==> config.mk <==
export PLATFORM = sky130hd
export DESIGN_NAME = hpt_walker
export DESIGN_NICKNAME = d
export VERILOG_FILES = /design/src/rtl/hpt_walker.sv
export SDC_FILE = /design/constraint.sdc
export NUM_CORES = 1
export LEC_CHECK = 0
export BUFFER_PORTS_ARGS = -buffer_cell sky130_fd_sc_hd__clkbuf_2
export CAP_MARGIN = 0
export CORE_MARGIN = 8
export CORE_UTILIZATION = 50
export DETAILED_ROUTE_END_ITERATION = 7
export PLACE_DENSITY = 0.84
export SLEW_MARGIN = 10
export SYNTH_ARGS = -nofsm -noshare
export SYNTH_HDL_FRONTEND = slang
export SYNTH_SLANG_ARGS = --single-unit
==> constraint.sdc <==
create_clock -name clk -period 2.33 [get_ports clk]
set_clock_uncertainty 0.05 [all_clocks]
set_input_delay 0.3495 -clock clk [delete_from_list [all_inputs] [get_ports clk]]
set_output_delay 0.3495 -clock clk [all_outputs]
set_load 0.02 [all_outputs]
==> src/rtl/hpt_walker.sv <==
module hpt_walker (
  input  logic        clk,
  input  logic        rst_n,
  input  logic        req_valid,
  output logic        req_ready,
  input  logic [31:0] req_ea,
  input  logic [31:0] req_seg,
  input  logic [31:0] req_base,
  input  logic        req_user,
  input  logic        req_write,
  output logic        mem_valid,
  input  logic        mem_ready,
  output logic        mem_we,
  output logic [3:0]  mem_be,
  output logic [31:0] mem_addr,
  output logic [31:0] mem_wdata,
  input  logic [31:0] mem_rdata,
  output logic        done_valid,
  output logic [1:0]  done_code,
  output logic [31:0] done_pa,
  output logic        done_rd,
  output logic        done_wr
);
  localparam int ENTRIES = 8;
  localparam int IW = $clog2(ENTRIES);
  localparam logic [31:0] REF_FLAG = 32'h0000_0100;
  localparam logic [31:0] CHG_FLAG = 32'h0000_0080;
  localparam logic [1:0] C_HIT = 2'b01, C_MISS = 2'b10, C_FAULT = 2'b11;

  typedef enum logic [2:0] {S_IDLE, S_READ, S_CMP, S_UPD, S_DONE} state_t;

  state_t st;
  logic [27:0] ea_q;
  logic [30:0] seg_q;
  logic [31:0] base_q;
  logic user_q, wr_q, sec_q, half_q;
  logic [IW-1:0] idx_q;
  logic [31:0] word_q, w1_q, pa_q;
  logic may_rd_q, may_wr_q, need_r_q, need_c_q;
  logic [1:0] code_q;

  logic unused_bits;
  assign unused_bits = ^{req_ea[31:28], req_seg[31], req_base[15:9], seg_q[28:24]};

  logic [27:0] mix;
  logic [31:0] hash_raw, hash_mask, group, tag;
  logic [2:0]  prot;
  logic        grant_rd, grant_wr;

  assign mix       = seg_q[27:0] ^ {12'd0, ea_q[27:12]};
  assign hash_raw  = {mix[25:0], 6'd0};
  assign hash_mask = {7'd0, base_q[8:0], 16'hFFC0};
  assign group     = {base_q[31:16], 16'd0} | ((sec_q ? ~hash_raw : hash_raw) & hash_mask);
  assign tag       = {1'b1, seg_q[23:0], sec_q, ea_q[27:22]};

  assign prot     = {(user_q ? seg_q[29] : seg_q[30]), word_q[1:0]};
  assign grant_rd = (prot != 3'd4);
  assign grant_wr = (prot == 3'd0) || (prot == 3'd1) || (prot == 3'd2) || (prot == 3'd6);

  assign req_ready  = (st == S_IDLE);
  assign mem_valid  = (st == S_READ) || (st == S_UPD);
  assign mem_we     = (st == S_UPD);
  assign mem_addr   = group | {26'd0, idx_q, (half_q | mem_we), 2'b00};
  assign mem_be     = !mem_we ? 4'b0000 : (need_r_q ? 4'b0010 : 4'b0001);
  assign mem_wdata  = !mem_we ? 32'd0 : (need_r_q ? (w1_q | REF_FLAG) : (w1_q | CHG_FLAG));
  assign done_valid = (st == S_DONE);
  assign done_code  = code_q;
  assign done_pa    = pa_q;
  assign done_rd    = may_rd_q;
  assign done_wr    = may_wr_q;

  always_ff @(posedge clk) begin
    if (!rst_n) begin
      st <= S_IDLE;
      ea_q <= '0; seg_q <= '0; base_q <= '0;
      user_q <= 1'b0; wr_q <= 1'b0; sec_q <= 1'b0; half_q <= 1'b0;
      idx_q <= '0; word_q <= '0; w1_q <= '0; pa_q <= '0;
      may_rd_q <= 1'b0; may_wr_q <= 1'b0; need_r_q <= 1'b0; need_c_q <= 1'b0;
      code_q <= 2'b00;
    end else begin
      case (st)
        S_IDLE: if (req_valid) begin
          ea_q <= req_ea[27:0];
          seg_q <= req_seg[30:0];
          base_q <= req_base;
          user_q <= req_user;
          wr_q <= req_write;
          sec_q <= 1'b0;
          half_q <= 1'b0;
          idx_q <= '0;
          st <= S_READ;
        end
        S_READ: if (mem_ready) begin
          word_q <= mem_rdata;
          st <= S_CMP;
        end
        S_CMP: if (!half_q) begin
          if (word_q == tag) begin
            half_q <= 1'b1;
            st <= S_READ;
          end else if (idx_q == IW'(ENTRIES - 1)) begin
            idx_q <= '0;
            if (!sec_q) begin
              sec_q <= 1'b1;
              st <= S_READ;
            end else begin
              code_q <= C_MISS;
              pa_q <= '0;
              may_rd_q <= 1'b0;
              may_wr_q <= 1'b0;
              st <= S_DONE;
            end
          end else begin
            idx_q <= idx_q + 1'b1;
            st <= S_READ;
          end
        end else begin
          w1_q <= word_q;
          pa_q <= {word_q[31:12], ea_q[11:0]};
          may_rd_q <= grant_rd;
          may_wr_q <= grant_wr;
          need_r_q <= grant_rd && !word_q[8];
          need_c_q <= wr_q && grant_wr && !word_q[7];
          code_q <= (!grant_rd || (wr_q && !grant_wr)) ? C_FAULT : C_HIT;
          st <= ((grant_rd && !word_q[8]) || (wr_q && grant_wr && !word_q[7])) ? S_UPD : S_DONE;
        end
        S_UPD: if (mem_ready) begin
          if (need_r_q) begin
            need_r_q <= 1'b0;
            w1_q <= w1_q | REF_FLAG;
            if (!need_c_q) st <= S_DONE;
          end else begin
            need_c_q <= 1'b0;
            st <= S_DONE;
          end
        end
        default: st <= S_IDLE;
      endcase
    end
  end

  p_aligned_r11: assert property (@(posedge clk) disable iff (!rst_n)
    mem_valid |-> mem_addr[1:0] == 2'b00);
  p_hold_r11: assert property (@(posedge clk) disable iff (!rst_n)
    mem_valid && !mem_ready |=> mem_valid && $stable(mem_addr) && $stable(mem_we) && $stable(mem_be) && $stable(mem_wdata));
  p_base_r2: assert property (@(posedge clk) disable iff (!rst_n)
    mem_valid |-> (mem_addr[31:16] & base_q[31:16]) == base_q[31:16]);
  p_onebyte_r8: assert property (@(posedge clk) disable iff (!rst_n)
    mem_valid && mem_we |-> $countones(mem_be) == 1);
  p_refwrite_r8: assert property (@(posedge clk) disable iff (!rst_n)
    mem_valid && mem_we && mem_be == 4'b0010 |-> mem_wdata[8] && may_rd_q);
  p_chgwrite_r9: assert property (@(posedge clk) disable iff (!rst_n)
    mem_valid && mem_we && mem_be == 4'b0001 |-> mem_wdata[7] && mem_wdata[8] && wr_q && may_wr_q);
  p_pulse_r1: assert property (@(posedge clk) disable iff (!rst_n)
    done_valid |=> !done_valid && req_ready);
  p_code_r10: assert property (@(posedge clk) disable iff (!rst_n)
    done_valid |-> done_code != 2'b00);
  p_miss_r7: assert property (@(posedge clk) disable iff (!rst_n)
    done_valid && done_code == C_MISS |-> !done_rd && !done_wr);
endmodule

* Word level (Yosys, flattened, before mapping)
Cells that the tools add are included.
** Storage, ports and cells
- Flip-flop bits (word level) :: 203
- Bits of input ports :: 134
- Output and inout bits :: 108
- Word-level logic and storage cells :: 133
** Operators by class
- Add/sub/neg operators :: 1
- Equal/unequal tests :: 21
- Muxes and demuxes :: 55
- Bitwise operators :: 7
- Reductions and logical operators :: 31
** Operators with widths (count)
- $mux 32 :: 7
- $pmux 32 s2 :: 1
- $mux 3 :: 14
- $and 32x25->32 :: 1
- $eq 32x32->1 :: 1
- $not 32->32 :: 1
- $or 32x32->32 :: 1
- $or 32x6->32 :: 1
- $mux 9 :: 3
- $xor 26x16->26 :: 1
- $reduce_and 4->1 :: 5
- $ne 2x2->1 const B :: 9
- $mux 1 :: 17
- $mux 2 :: 7
- $pmux 3 s4 :: 1
- $eq 3x2->1 const B :: 3
- $eq 3x3->1 const B :: 3
- $pmux 1 s2 :: 4
- $reduce_bool 2->1 :: 4
- $eq 3x1->1 const B :: 2
- $logic_not 3->1 :: 2
- $logic_or 1x1->1 :: 6
- $ne 3x3->1 const B :: 2
- $pmux 3 s2 :: 1
- other kinds (9) :: 18

* Longest topological paths before layout
- Word-level depth :: 11
- Gate-level depth with buffers :: 7
- Gate-level depth less buffers :: 6

* Worst setup path after synthesis
No wires, ideal clock.
- Path kind :: flip-flop to flip-flop
- From :: register st[2]
- To :: register base_q[0]
- Library setup time :: 0.070 ns
- Data arrival time :: 1.915 ns
- Required time :: 2.210 ns
- Slack :: 0.294 ns
- Cell stages (with the launch flop) :: 7
- Path buffers :: 2
- Clock period less this slack :: 2.036 ns
- Cell sequence :: dfxtp_1 > nor3_1 > and2_1 > clkbuf_1 > clkbuf_1 > nand2_1 > a21oi_1
** On the way
- Longest elaborated chain between the ends :: 2
** RTL lines
- from (decl) :: line 32 : state_t st;
- from (signal assigned) :: line 125 : st <= ((grant_rd && !word_q[8]) || (wr_q && grant_wr && !word_q[7])) ? S_UPD : S_DONE;
- $logic_not 3->1
- via req_ready :: line 5 : output logic req_ready,
- $reduce_and 2->1 (no source line)
- to (signal assigned) :: line 85 : base_q <= req_base;
- to (decl) :: line 35 : logic [31:0] base_q;
The timed path passes the listed nets, and every way through them passes these cells.
A chain may end at the register's enable or synchronous reset.

* Worst setup path in the final report
- From :: register seg_q[8]
- To :: register pa_q[26], in the netlist done_pa[26]
** On the way
- Longest elaborated chain between the ends :: 3
** RTL lines
- from (decl) :: line 34 : logic [30:0] seg_q;
- from (signal assigned) :: line 84 : seg_q <= req_seg[30:0];
- $eq 32x32->1 :: line 98 : if (word_q == tag) begin
- $ne 2x2->1 (no source line)
- $reduce_and 4->1 (no source line)
- to (signal assigned) :: line 119 : pa_q <= {word_q[31:12], ea_q[11:0]};
- to (decl) :: line 38 : logic [31:0] word_q, w1_q, pa_q;
Every way passes these cells.

==> results.cfg <==
[setup_path]
crit_chain = xnor2_1, nand4_1, or4_4, nor4_4, buf_12, o21ai_0, a21oi_1
cp.required_ns = 2.63
r2r_setup_slack_ns = 0.13
critPathLaunchType = flip-flop
cp_max_fo = 20
cp_num_buf_inv = 1
slowest_delay_ns = 0.53
setup.worst_path.class = reg2reg
critPathSlowestCell = or4_4
setup.worst_path.end_class = flip-flop
reg2reg_depth = 7
crit_arrival_ns = 2.51
cp_top_family = simple AND/OR/NAND/NOR gates
reg2reg_from = seg_q[8]
r2r_end = done_pa[26]

[floorplan]
rows = 45
ios = 242
core_area_um2 = 15300
dieArea_um2 = 19900
fp.dieH_um = 141
initial_utilization_pct = 51.2
die_w_um = 141

[yosys]
synth_fa_ha_area_share_pct = 0.320
ys_ff_latch = 191
muxShareOfSynthArea_pct = 0.256
postSynthCellCount = 990
yosysTopAreaCell = dfxtp_1
synth_compound_area_share_pct = 16.3
yosys_most_used_dff = dfxtp_1
netlist.area_leader.share_pct = 48.9
syn_avg_cell_area_um2 = 7.89
synth_seq_area_share_pct = 48.9
synthSimpleGateAreaFrac_pct = 21.9
yosys-top-cells-area = dfxtp_1 (49%), nand2_1 (15%), a21oi_1 (11%)
yosys_warnings = 0
synth-edff-count = 0
synth_xor_area_share_pct = 7.40
synth_area_um2 = 7810
yosysUniqueCellTypes = 44
synth_async_sr_flop_share_pct = 0
synth_top_family_by_area = simple AND/OR/NAND/NOR gates

[drt]
post_drt_wl_per_cell_um = 16.5
drc = 0
drt_iter0_drc = 596
via_count = 7320
ant_nets = 0
first_pass_iters = 5
totalWireLength_mm = 23.1
viasPerCell = 5.24

[sta]
tns_ns = 0
fin_ws_ns = 0.125
rsz0062_at_grt = yes
period_share_pct = 94.6
slew_headroom_pct = 41.7
post-route-min-period_ns = 2.20
hold_ws_ns = 0.0822
worst_pin_slew_ns = 0.875
finalMaxSlewViolations = 0
timing.fmax_mhz = 454
hold_viol_final = 0
setup_violations = 0

[clocking]
clkTransAtPathRegs_ns = 0.07
cts.sinks = 191
cts_root_buf = clkbuf_16
htree_levels = 4
cts_buffer_depth = 2
cts-buffers-inserted = 17
clk_latency_ns = 0.43
cts_tree = built

[global_routing]
grt_pass1_wl_mm = 36.8
first_global_vias = 7161
grtUsageTotal_pct = 23.1
grt_max_degree = 84
antenna_found_initial = 1
grt_remaining_overflow = 0

[placed_design]
port_buffers = 220
place_inst = 1364
hpwl_mm = 16.4
gp_congestion = 0.812
pre_cts_ws_ns = 0.0387
place_area_um2 = 9050

[finish]
syn_to_final_growth_pct = 24.2
antenna_cells = 0
nets = 1308
utilization_pct = 63.6
nFillCells = 1340
drive_gt1_share_pct = 23.7
final_cells = 1396
finalInstanceArea_um2 = 9700

[pwr]
powerDensity_nw_per_um2 = 792
p_leak_nw = 4.25
power.total_mw = 7.68
ir_drop_mv = 0.482

[worst_hold_path]
min-delay-start = req_base[27]
hold_depth = 3
hp-class = in2reg
holdPathEnd = base_q[27]

[job]
drv_cap = 0

[status]
status = finished, final reports clean
## worst max path at each step
| stage | start | to | slack (ns) | cells after the start |
|---|---|---|---|---|
| after floorplan | st[2] | base_q[0] | 0.29 | 6 |
| after global placement | seg_q[4] | done_pa[6] | 0.11 | 6 |
| after detailed placement | seg_q[4] | done_pa[3] | 0.04 | 6 |
| after CTS | word_q[11] | done_pa[3] | 0.03 | 6 |
| after global routing | seg_q[8] | done_pa[3] | -0.004 | 6 |
| final | seg_q[8] | done_pa[26] | 0.13 | 7 |
## per-layer routing
| metal | share of wire, % | wire (um) | global-route usage [%] | vias up |
|---|---|---|---|---|
| li1 | - | - | - | 3625 |
| met1 | 41 | 9480 | 28.1 | 3338 |
| met2 | 48 | 11000 | 37.4 | 319 |
| met3 | 9.0 | 2080 | 7.73 | 36 |
| met4 | 2.2 | 515 | 8.43 | 2 |
| met5 | 0.056 | 13 | 0 | - |
## cell usage in the layout (no fill, tap or decap), types with 2 or more instances in the layout
cell	Yosys	final
bufinv_16	0	4
nor2b_1	4	3
ha_1	2	2
xnor2_1	43	42
clkbuf_2	0	220
and3_1	33	32
nor4_1	6	6
mux2i_1	2	2
a211o_1	2	2
o21ai_0	36	35
a21o_1	11	11
buf_12	0	4
clkbuf_1	63	4
nor3b_1	3	3
o21a_1	3	3
xor2_1	23	23
nand2_1	314	313
and2_1	3	2
clkbuf_8	0	3
clkbuf_16	0	17
nor3_1	4	4
dfxtp_1	191	191
o21ai_1	4	5
nor2_1	9	8
a211oi_1	2	2
conb_1	1	4
clkinv_4	0	3
inv_1	6	5
nand3_1	15	15
buf_4	11	17
a21oi_1	172	172
nand4_1	4	4
## power by group
group | total [mW] | leakage, nW | switching (mW) | internal, mW
combinational | 1.02 | 2.39 | 0.628 | 0.389
sequential | 3.54 | 1.55 | 0.127 | 3.42
clock | 3.12 | 0.305 | 1.23 | 1.89
## worst reg2reg max path: stages, from the launching register on
cell and delay (ns):
dfxtp_1 0.34, xnor2_1 0.25, nand4_1 0.16, or4_4 0.53, nor4_4 0.33, buf_12 0.19
o21ai_0 0.11, a21oi_1 0.17
## logic make-up after synthesis
family / count (synthesis)
AND/OR/NAND/NOR: 401
AO/OA/AOI/OAI: 239
flip-flops: 191
buffers and inverters: 88
XOR/XNOR: 66
adder cells (fa/ha/maj): 2
multiplexers: 2
other: 1
## flip-flops by register name (all words and copies together) (netlist names), 2 cells and up
| name | count |
|---|---|
| st | 3 |
| idx_q | 3 |
| seg_q | 26 |
| done_code | 2 |
| base_q | 25 |
| ea_q | 28 |
| w1_q | 32 |
| done_pa | 32 |
| word_q | 32 |
## cell usage after synthesis (6+ instances only)
cell type    n
nand2_1    314
xor2_1      23
and3_1      33
a21oi_1    172
nand3_1     15
inv_1        6
dfxtp_1    191
xnor2_1     43
clkbuf_1    63
buf_4       11
o21ai_0     36
nor2_1       9
nor4_1       6
a21o_1      11
## final cells by class
cell class                 instances  area (um^2)  area share (%)
sequential                       191         3820            39.4
multi-input combinational        714         3640            37.5
timing repair buffer             242         1320            13.6
clock buffer                      24          482            4.96
tap                              211          264            2.72
clock inverter                     8          154            1.59
inverter                           6         25.0           0.258
## what timing repair did
action                     in CTS  in global routing
hold buffers                    0                  0
setup endpoints to repair       0                 33
resized for setup               0                  3
setup buffers                   0                  0
Power figures use the tool's default switching activity.
